$ cat src/rtl/gfc_pkg.sv
// Package: shared types and constants for the serial GFC inserter.
// Assumes: nothing beyond standard SystemVerilog.
package gfc_pkg;

    // Default widths of a cell byte and of the GFC field.
    localparam int unsigned BYTE_W_DEF = 8;
    localparam int unsigned GFC_W_DEF  = 4;

    // State of the serial capture sequencer.
    typedef enum logic {
        SER_IDLE = 1'b0,
        SER_RUN  = 1'b1
    } ser_state_e;

endpackage

$ cat src/rtl/gfc_ser_engine.sv
// Module: gfc_ser_engine
// Produces the serial clock and MSB framing for one cell period and shifts
// in GFC_W bits, MSB first, on the rising edges of that clock.
// Assumes: start is a single-cycle pulse per accepted start-of-cell; a new
// start abandons any sequence in progress.
module gfc_ser_engine
    import gfc_pkg::*;
#(
    parameter int unsigned GFC_W = GFC_W_DEF
) (
    input  logic             clk,
    input  logic             rst_n,
    input  logic             start,
    input  logic             start_en,
    input  logic             ser_din,
    output logic             ser_clk,
    output logic             ser_msb,
    output logic [GFC_W-1:0] nib,
    output logic             nib_ok
);

    localparam int unsigned SLOTS = 2 * GFC_W;
    localparam int unsigned PH_W  = $clog2(SLOTS);
    localparam logic [PH_W-1:0] PH_LAST = PH_W'(SLOTS - 1);
    localparam logic [PH_W-1:0] PH_MSB_END = PH_W'(2);

    ser_state_e       st;
    logic [PH_W-1:0]  ph;
    logic [GFC_W-1:0] sh;
    logic             done;
    logic             running;

    assign running = (st == SER_RUN);

    // Sequencer: phase counter, shift register and completion flag.
    always_ff @(posedge clk) begin
        if (!rst_n) begin
            st   <= SER_IDLE;
            ph   <= '0;
            sh   <= '0;
            done <= 1'b0;
        end else if (start) begin
            st   <= start_en ? SER_RUN : SER_IDLE;
            ph   <= '0;
            done <= 1'b0;
        end else if (running) begin
            if (!ph[0]) begin
                sh <= {sh[GFC_W-2:0], ser_din};
            end
            if (ph == PH_LAST) begin
                st   <= SER_IDLE;
                ph   <= '0;
                done <= 1'b1;
            end else begin
                ph <= ph + 1'b1;
            end
        end
    end

    // Serial clock and framing decoded from the sequencer registers.
    always_comb begin
        ser_clk = running & ph[0];
        ser_msb = running & (ph < PH_MSB_END);
    end

    // A nibble is available once complete, including the final edge itself.
    always_comb begin
        nib    = sh;
        nib_ok = done | (running & (ph == PH_LAST));
    end

    AST_CLK_HIGH_ONE: assert property (@(posedge clk) disable iff (!rst_n)
        ser_clk |=> !ser_clk);
    AST_MSB_SPANS_RISE: assert property (@(posedge clk) disable iff (!rst_n)
        (ser_msb && !ser_clk && !start) |=> (ser_clk && ser_msb));
    AST_IDLE_WHEN_OFF: assert property (@(posedge clk) disable iff (!rst_n)
        (start && !start_en) |=> (!ser_clk && !ser_msb));
    AST_DONE_AFTER_PULSE: assert property (@(posedge clk) disable iff (!rst_n)
        (!start && $rose(done)) |-> $past(ser_clk));

endmodule

$ cat src/rtl/gfc_hdr_mux.sv
// Module: gfc_hdr_mux
// Registers the cell stream and, at start-of-cell with insertion enabled and
// a complete nibble ready, replaces the upper GFC_W bits of the byte.
// Assumes: nib/nib_ok reflect the cell period that ends at this start-of-cell.
module gfc_hdr_mux
    import gfc_pkg::*;
#(
    parameter int unsigned DATA_W = BYTE_W_DEF,
    parameter int unsigned GFC_W  = GFC_W_DEF
) (
    input  logic              clk,
    input  logic              rst_n,
    input  logic              in_valid,
    input  logic              in_soc,
    input  logic [DATA_W-1:0] in_data,
    input  logic              ins_en,
    input  logic [GFC_W-1:0]  nib,
    input  logic              nib_ok,
    output logic              out_valid,
    output logic              out_soc,
    output logic [DATA_W-1:0] out_data
);

    localparam int unsigned KEEP_W = DATA_W - GFC_W;

    logic              do_ins;
    logic [DATA_W-1:0] nxt_data;

    // Decide whether this byte receives the captured nibble.
    always_comb begin
        do_ins   = in_valid & in_soc & ins_en & nib_ok;
        nxt_data = do_ins ? {nib, in_data[KEEP_W-1:0]} : in_data;
    end

    // Output pipeline register: fixed single-cycle latency.
    always_ff @(posedge clk) begin
        if (!rst_n) begin
            out_valid <= 1'b0;
            out_soc   <= 1'b0;
            out_data  <= '0;
        end else begin
            out_valid <= in_valid;
            out_soc   <= in_valid & in_soc;
            out_data  <= nxt_data;
        end
    end

    AST_ONE_CYCLE: assert property (@(posedge clk) disable iff (!rst_n)
        in_valid |=> (out_valid && out_soc == $past(in_soc)));
    AST_BODY_PASS: assert property (@(posedge clk) disable iff (!rst_n)
        (in_valid && !in_soc) |=> out_data == $past(in_data));
    AST_LOW_NIB_KEPT: assert property (@(posedge clk) disable iff (!rst_n)
        in_valid |=> out_data[KEEP_W-1:0] == $past(in_data[KEEP_W-1:0]));
    AST_OFF_PASS: assert property (@(posedge clk) disable iff (!rst_n)
        (in_valid && in_soc && !ins_en) |=> out_data == $past(in_data));
    AST_NO_PARTIAL: assert property (@(posedge clk) disable iff (!rst_n)
        (in_valid && in_soc && !nib_ok) |=> out_data == $past(in_data));

endmodule

$ cat src/rtl/gfc_serial_insert.sv
// Module: gfc_serial_insert (top)
// Inserts an externally shifted GFC nibble into header byte 0 of each cell.
// Assumes: at least 2*GFC_W cycles between accepted start-of-cell markers for
// a nibble to complete; ins_en is only looked at on start-of-cell bytes.
module gfc_serial_insert
    import gfc_pkg::*;
#(
    parameter int unsigned DATA_W = BYTE_W_DEF,
    parameter int unsigned GFC_W  = GFC_W_DEF
) (
    input  logic              clk,
    input  logic              rst_n,
    input  logic              ins_en,
    input  logic              in_valid,
    input  logic              in_soc,
    input  logic [DATA_W-1:0] in_data,
    input  logic              ser_din,
    output logic              ser_clk,
    output logic              ser_msb,
    output logic              out_valid,
    output logic              out_soc,
    output logic [DATA_W-1:0] out_data
);

    logic             cell_start;
    logic [GFC_W-1:0] nib;
    logic             nib_ok;

    // An accepted start-of-cell opens a new cell period.
    always_comb cell_start = in_valid & in_soc;

    gfc_ser_engine #(.GFC_W(GFC_W)) u_ser (
        .clk      (clk),
        .rst_n    (rst_n),
        .start    (cell_start),
        .start_en (ins_en),
        .ser_din  (ser_din),
        .ser_clk  (ser_clk),
        .ser_msb  (ser_msb),
        .nib      (nib),
        .nib_ok   (nib_ok)
    );

    gfc_hdr_mux #(.DATA_W(DATA_W), .GFC_W(GFC_W)) u_mux (
        .clk       (clk),
        .rst_n     (rst_n),
        .in_valid  (in_valid),
        .in_soc    (in_soc),
        .in_data   (in_data),
        .ins_en    (ins_en),
        .nib       (nib),
        .nib_ok    (nib_ok),
        .out_valid (out_valid),
        .out_soc   (out_soc),
        .out_data  (out_data)
    );

    AST_FRAMING_ON_START: assert property (@(posedge clk) disable iff (!rst_n)
        (cell_start && ins_en) |=> (ser_msb && !ser_clk));

endmodule

$ cat config.mk
export PLATFORM = sky130hd
export DESIGN_NAME = gfc_serial_insert
export DESIGN_NICKNAME = d
export VERILOG_FILES = /design/src/rtl/gfc_pkg.sv /design/src/rtl/gfc_ser_engine.sv /design/src/rtl/gfc_hdr_mux.sv /design/src/rtl/gfc_serial_insert.sv
export SDC_FILE = /design/constraint.sdc
export NUM_CORES = 1
export LEC_CHECK = 0
export BUFFER_PORTS_ARGS = -buffer_cell sky130_fd_sc_hd__buf_4
export CAP_MARGIN = 20
export CORE_MARGIN = 1
export CORE_UTILIZATION = 44
export CTS_BUF_LIST = sky130_fd_sc_hd__clkbuf_8
export CTS_CLUSTER_SIZE = 12
export DETAILED_ROUTE_END_ITERATION = 7
export HOLD_SLACK_MARGIN = 0.05
export PLACE_DENSITY = 0.75
export SKIP_LAST_GASP = 1
export SLEW_MARGIN = 5
export SYNTH_ARGS = -nofsm -noshare
export SYNTH_HDL_FRONTEND = slang
export SYNTH_SLANG_ARGS = --single-unit
$ cat constraint.sdc
create_clock -name clk -period 1.4 [get_ports clk]
set_clock_uncertainty 0.05 [all_clocks]
set_input_delay 0.28 -clock clk [delete_from_list [all_inputs] [get_ports clk]]
set_output_delay 0.28 -clock clk [all_outputs]
set_load 0.05 [all_outputs]
# Word level (Yosys, flattened, before mapping)
# Cells that the tools add are included.
word_totals:
  register_bits: 19
  wordCells: 29
  out_inout_bits: 12
op_classes:
  order_cmp: 1
  n_reduce_logical: 3
  n_eq_ne: 1
  mux: 6
  addsub: 1
  bitwise_logic: 10
op_table:
  columns: ["operator", "n"]
  rows:
  - ["8-bit two-way mux", 1]
  - ["1-bit AND", 6]
  - ["1-bit two-way mux", 4]
  - ["3-bit by 1-bit adder with 3-bit output (second input constant)", 1]
  - ["3-bit == test (second input constant)", 1]
  - ["3-bit by 2-bit less-than comparator with 1-bit output (second input constant)", 1]
  - ["3-bit two-way mux", 1]
  - ["1-bit NOT", 3]
  - ["3-bit AND reduction", 1]
  - ["2-bit AND reduction", 1]
  - ["2-bit OR reduction", 1]
  - ["1-bit OR", 1]

# Longest topological paths before layout
logic_depth:
  ltp_word: 5
  ltp_mapped: 5
  mapped_depth_nobuf: 5

# Cells and area by module
# Synthesis repeated with hierarchy kept, for this count alone.
unflattened:
  cells_unflattened: 70
  area_unflattened_um2: 739.5
by_module_without_submodules:
  columns: ["module", "cells_each", "area_each_um2", "instances"]
  rows:
  - ["gfc_ser_engine", 38, 400.4, 1]
  - ["gfc_hdr_mux", 31, 332.8, 1]
  - ["gfc_serial_insert", 1, 6.3, 1]

# Least setup slack after synthesis
# OpenSTA, ideal clock, no wires.
synth_timing:
  path_kind: "reg-to-output"
  from: "register u_ser.st, in the netlist u_ser.running"
  to: "output port ser_msb"
  arrival_time_ns: 1.573
  path_stages_with_launch: 3
  path_slack_ns: -0.503
  required_time_ns: 1.070
  cell_sequence: "dfxtp_1 > inv_2 > nor3_1"
synth_via:
  elab_chain_cells: 1
synth_lines:
  columns: ["item", "line", "source"]
  rows:
  - ["from (decl)", "gfc_ser_engine.sv:27", "ser_state_e st;"]
  - ["from (signal assigned)", "gfc_ser_engine.sv:43", "st <= start_en ? SER_RUN : SER_IDLE;"]
  - ["1-bit AND", "gfc_ser_engine.sv:63", "ser_msb = running & (ph < PH_MSB_END);"]
  - ["to (decl)", "gfc_serial_insert.sv:19", "output logic ser_msb,"]
# No other way between the ends.

# Final worst setup path
layout_timing:
  from: "register u_ser.ph[1]"
  to: "output port ser_msb"
layout_via:
  elab_chain_cells: 2
layout_lines:
  columns: ["item", "line", "source"]
  rows:
  - ["from (decl)", "gfc_ser_engine.sv:28", "logic [PH_W-1:0] ph;"]
  - ["from (signal assigned)", "gfc_ser_engine.sv:55", "ph <= ph + 1'b1;"]
  - ["3-bit by 2-bit less-than comparator with 1-bit output", "gfc_ser_engine.sv:63", null]
  - ["1-bit AND", "gfc_ser_engine.sv:63", null]
# No other way between the ends.

==> flow_summary.ini <==
[run_status]
status = finished, final reports clean

[route]
routed_wl_mm = 1.50
final_antenna_net_count = 0
routedWlPerCell_um = 12.2
via_per_inst = 5.07
num_vias = 623
drtIter0Drc = 9
drt_first_pass_iters = 4
drc = 0

[layout]
multi_input_area_um2 = 348
diodes = 0
final_cell_area_um2 = 1040
drive_above_1_share_pct = 40.2
layout_common_cells = 27 x buf_4, 17 x dfxtp_1, 11 x nand2_1, 6 x and2_1
nFillCells = 135
layoutNonFillerInstCount = 123
final_net_count = 124
final_common_cell = buf_4
final_core_util_pct = 69.0
area_growth_pct = 45.0
final-seq-area_um2 = 385

[placed_design]
port_buffers = 25
dpl_cell_area_um2 = 951
gp_congestion = 0.792
dp_slack_ns = -0.0263
dp_hpwl_mm = 1.03
dp_cells = 117

[global_routing]
grt_max_degree = 21
groute.layer.met2.usage_pct = 29.5
use_met3_pct = 7.33
gr-usage-all-layers_pct = 17.7
antenna_found_initial = 0
grt_pass1_wl_mm = 2.34
gr-max-usage-layer = met2
grt_pass1_vias = 571
gr-total-overflow = 0
met1_usage_pct = 19.0

[synth]
synth_fp_nets = 91
synthesis.area_um2 = 717
synth_ff_type = dfxtp_1
ys_ff_latch = 19
yosysSeqAreaShare_pct = 53.1
yosys.area.top_type = dfxtp_1
synthDistinctLibCells = 22
async_flop_share_pct = 0
syn-mean-instance-area_um2 = 9.56
synth_top_area_share_pct = 53.1
yosysWarnings = 0
synth_edf_count = 0
yosys-top-cells-area = dfxtp_1 53%, mux2i_1 7.0%, nand2_1 5.8%
synthCells = 75

[critical_path]
crit_path_max_fanout = 2
worstSetupEndpointType = output port
startpoint_type = flip-flop
worst-path-buf-inv = 2
critPathMaxStageDelay_ns = 0.33
cp_top_family = flip-flops
cpMaxStageDelayCell = dfxtp_2
arrival_ns = 1.05
critical_path_class = flip-flop to output port
crit_chain = buf_6 > nor3_4 > buf_6
cp_common_cell = buf_6
path_depth = 3
r2r_cells = 6
cp.required_ns = 1.07

[die]
coreArea_um2 = 1510
die_x_um = 42.4
rows = 14
io_pins = 26
die_h_um = 42.4
die-area_um2 = 1790
initial_utilization_pct = 47.6

[sta]
drv_slew = 0
layout_min_cycle_time_ns = 1.38
timing.final.crit_share_pct = 98.3
clock.fmax_mhz = 727
postLayoutSetupSlackWorst_ns = 0.0237
setup_violations = 0
maxSlewHeadroom_pct = 86.6
rsz0062_at_grt = true
worst_pin_slew_ns = 0.198
holdWs_ns = 0.179
finalSetupTns_ns = 0
hold_viol = 0

[pwr]
p_leak_nw = 0.445
power.density_nw_per_um2 = 1070
power_mw = 1.11
ir_drop_uv = 821

[clocking]
clk_latency_ns = 0.26
clk_pin_slew_ns = 0.07
ctsLongestPathBuffers = 2
cts_sinks = 19
hold_buffers = 0
cts_buffers = 3
htreeDepth = 1
cts_tree = yes
cts_root_buf = clkbuf_8

[worst_hold_path]
holdPathStages = 2
hp-class = input port to flip-flop

[flow_run]
maxCapViolations = 0
[worst reg2reg max path: stages, from the launching register on]
cell and delay, ns:
dfxtp_1 0.31, ha_1 0.19, ha_2 0.19, buf_4 0.13, nor3b_1 0.19, a21oi_1 0.06
nor2_1 0.12
[cell type report]
type	instances	area share, %
Sequential cell	19	37.1
Tap cell	16	1.93
Clock inverter	1	0.481
Clock buffer	3	3.97
Inverter	1	0.361
Timing Repair Buffer	30	22.7
Multi-Input combinational cell	53	33.5
[logic make-up after synthesis]
logic type	share of synthesized area [%]
AND/OR/NAND/NOR	24.8
flip-flops	53.1
AO/OA/AOI/OAI	10.1
multiplexers	6.98
buffers and inverters	1.57
adder cells (fa/ha/maj)	3.49
[state kept, by name (all words and copies together) (netlist names)]
signal	count
u_mux.out_soc	1
u_ser.ph	3
u_ser.done	1
u_ser.running	1
u_mux.out_data	8
u_ser.nib	4
u_mux.out_valid	1
[per-layer routing]
metal	wire length, µm	part of all wire [%]
met1	610	41
met2	715	48
met3	131	8.7
met4	42	2.8
met5	0	0
[timing repair]
item / in CTS / in global routing
resized for setup: 4 / 5
endpoints found under the setup margin: 6 / 6
pin swaps: 1 / 2
buffers inserted: 1 / 1
[path summary, 6_finish.rpt]
path                     start                end  slack (ns)
setup / recovery   u_ser.ph[1]            ser_msb        0.02
hold / removal      in_data[0]  u_mux.out_data[0]        0.18
setup reg to reg   u_ser.ph[0]        u_ser.ph[0]        0.08
hold reg to reg   u_ser.nib[0]  u_mux.out_data[4]        0.43
[report_power, final]
part           total (mW)  switching, mW  internal, mW  leakage, nW
Sequential          0.565        0.00723         0.558        0.157
Clock               0.378          0.180         0.198       0.0255
Combinational       0.166         0.0994        0.0667        0.262
Total                1.11          0.286         0.823        0.445
[Yosys cell counts, drive strengths merged, types with 2 or more instances]
cell	n
nand2	11
clkbuf	2
dfxtp	19
a21boi	5
ha	2
a21oi	3
and2	7
nor2	4
o21ai	4
nand3	5
mux2i	5
Note: power is estimated with default switching activity, not from simulation.
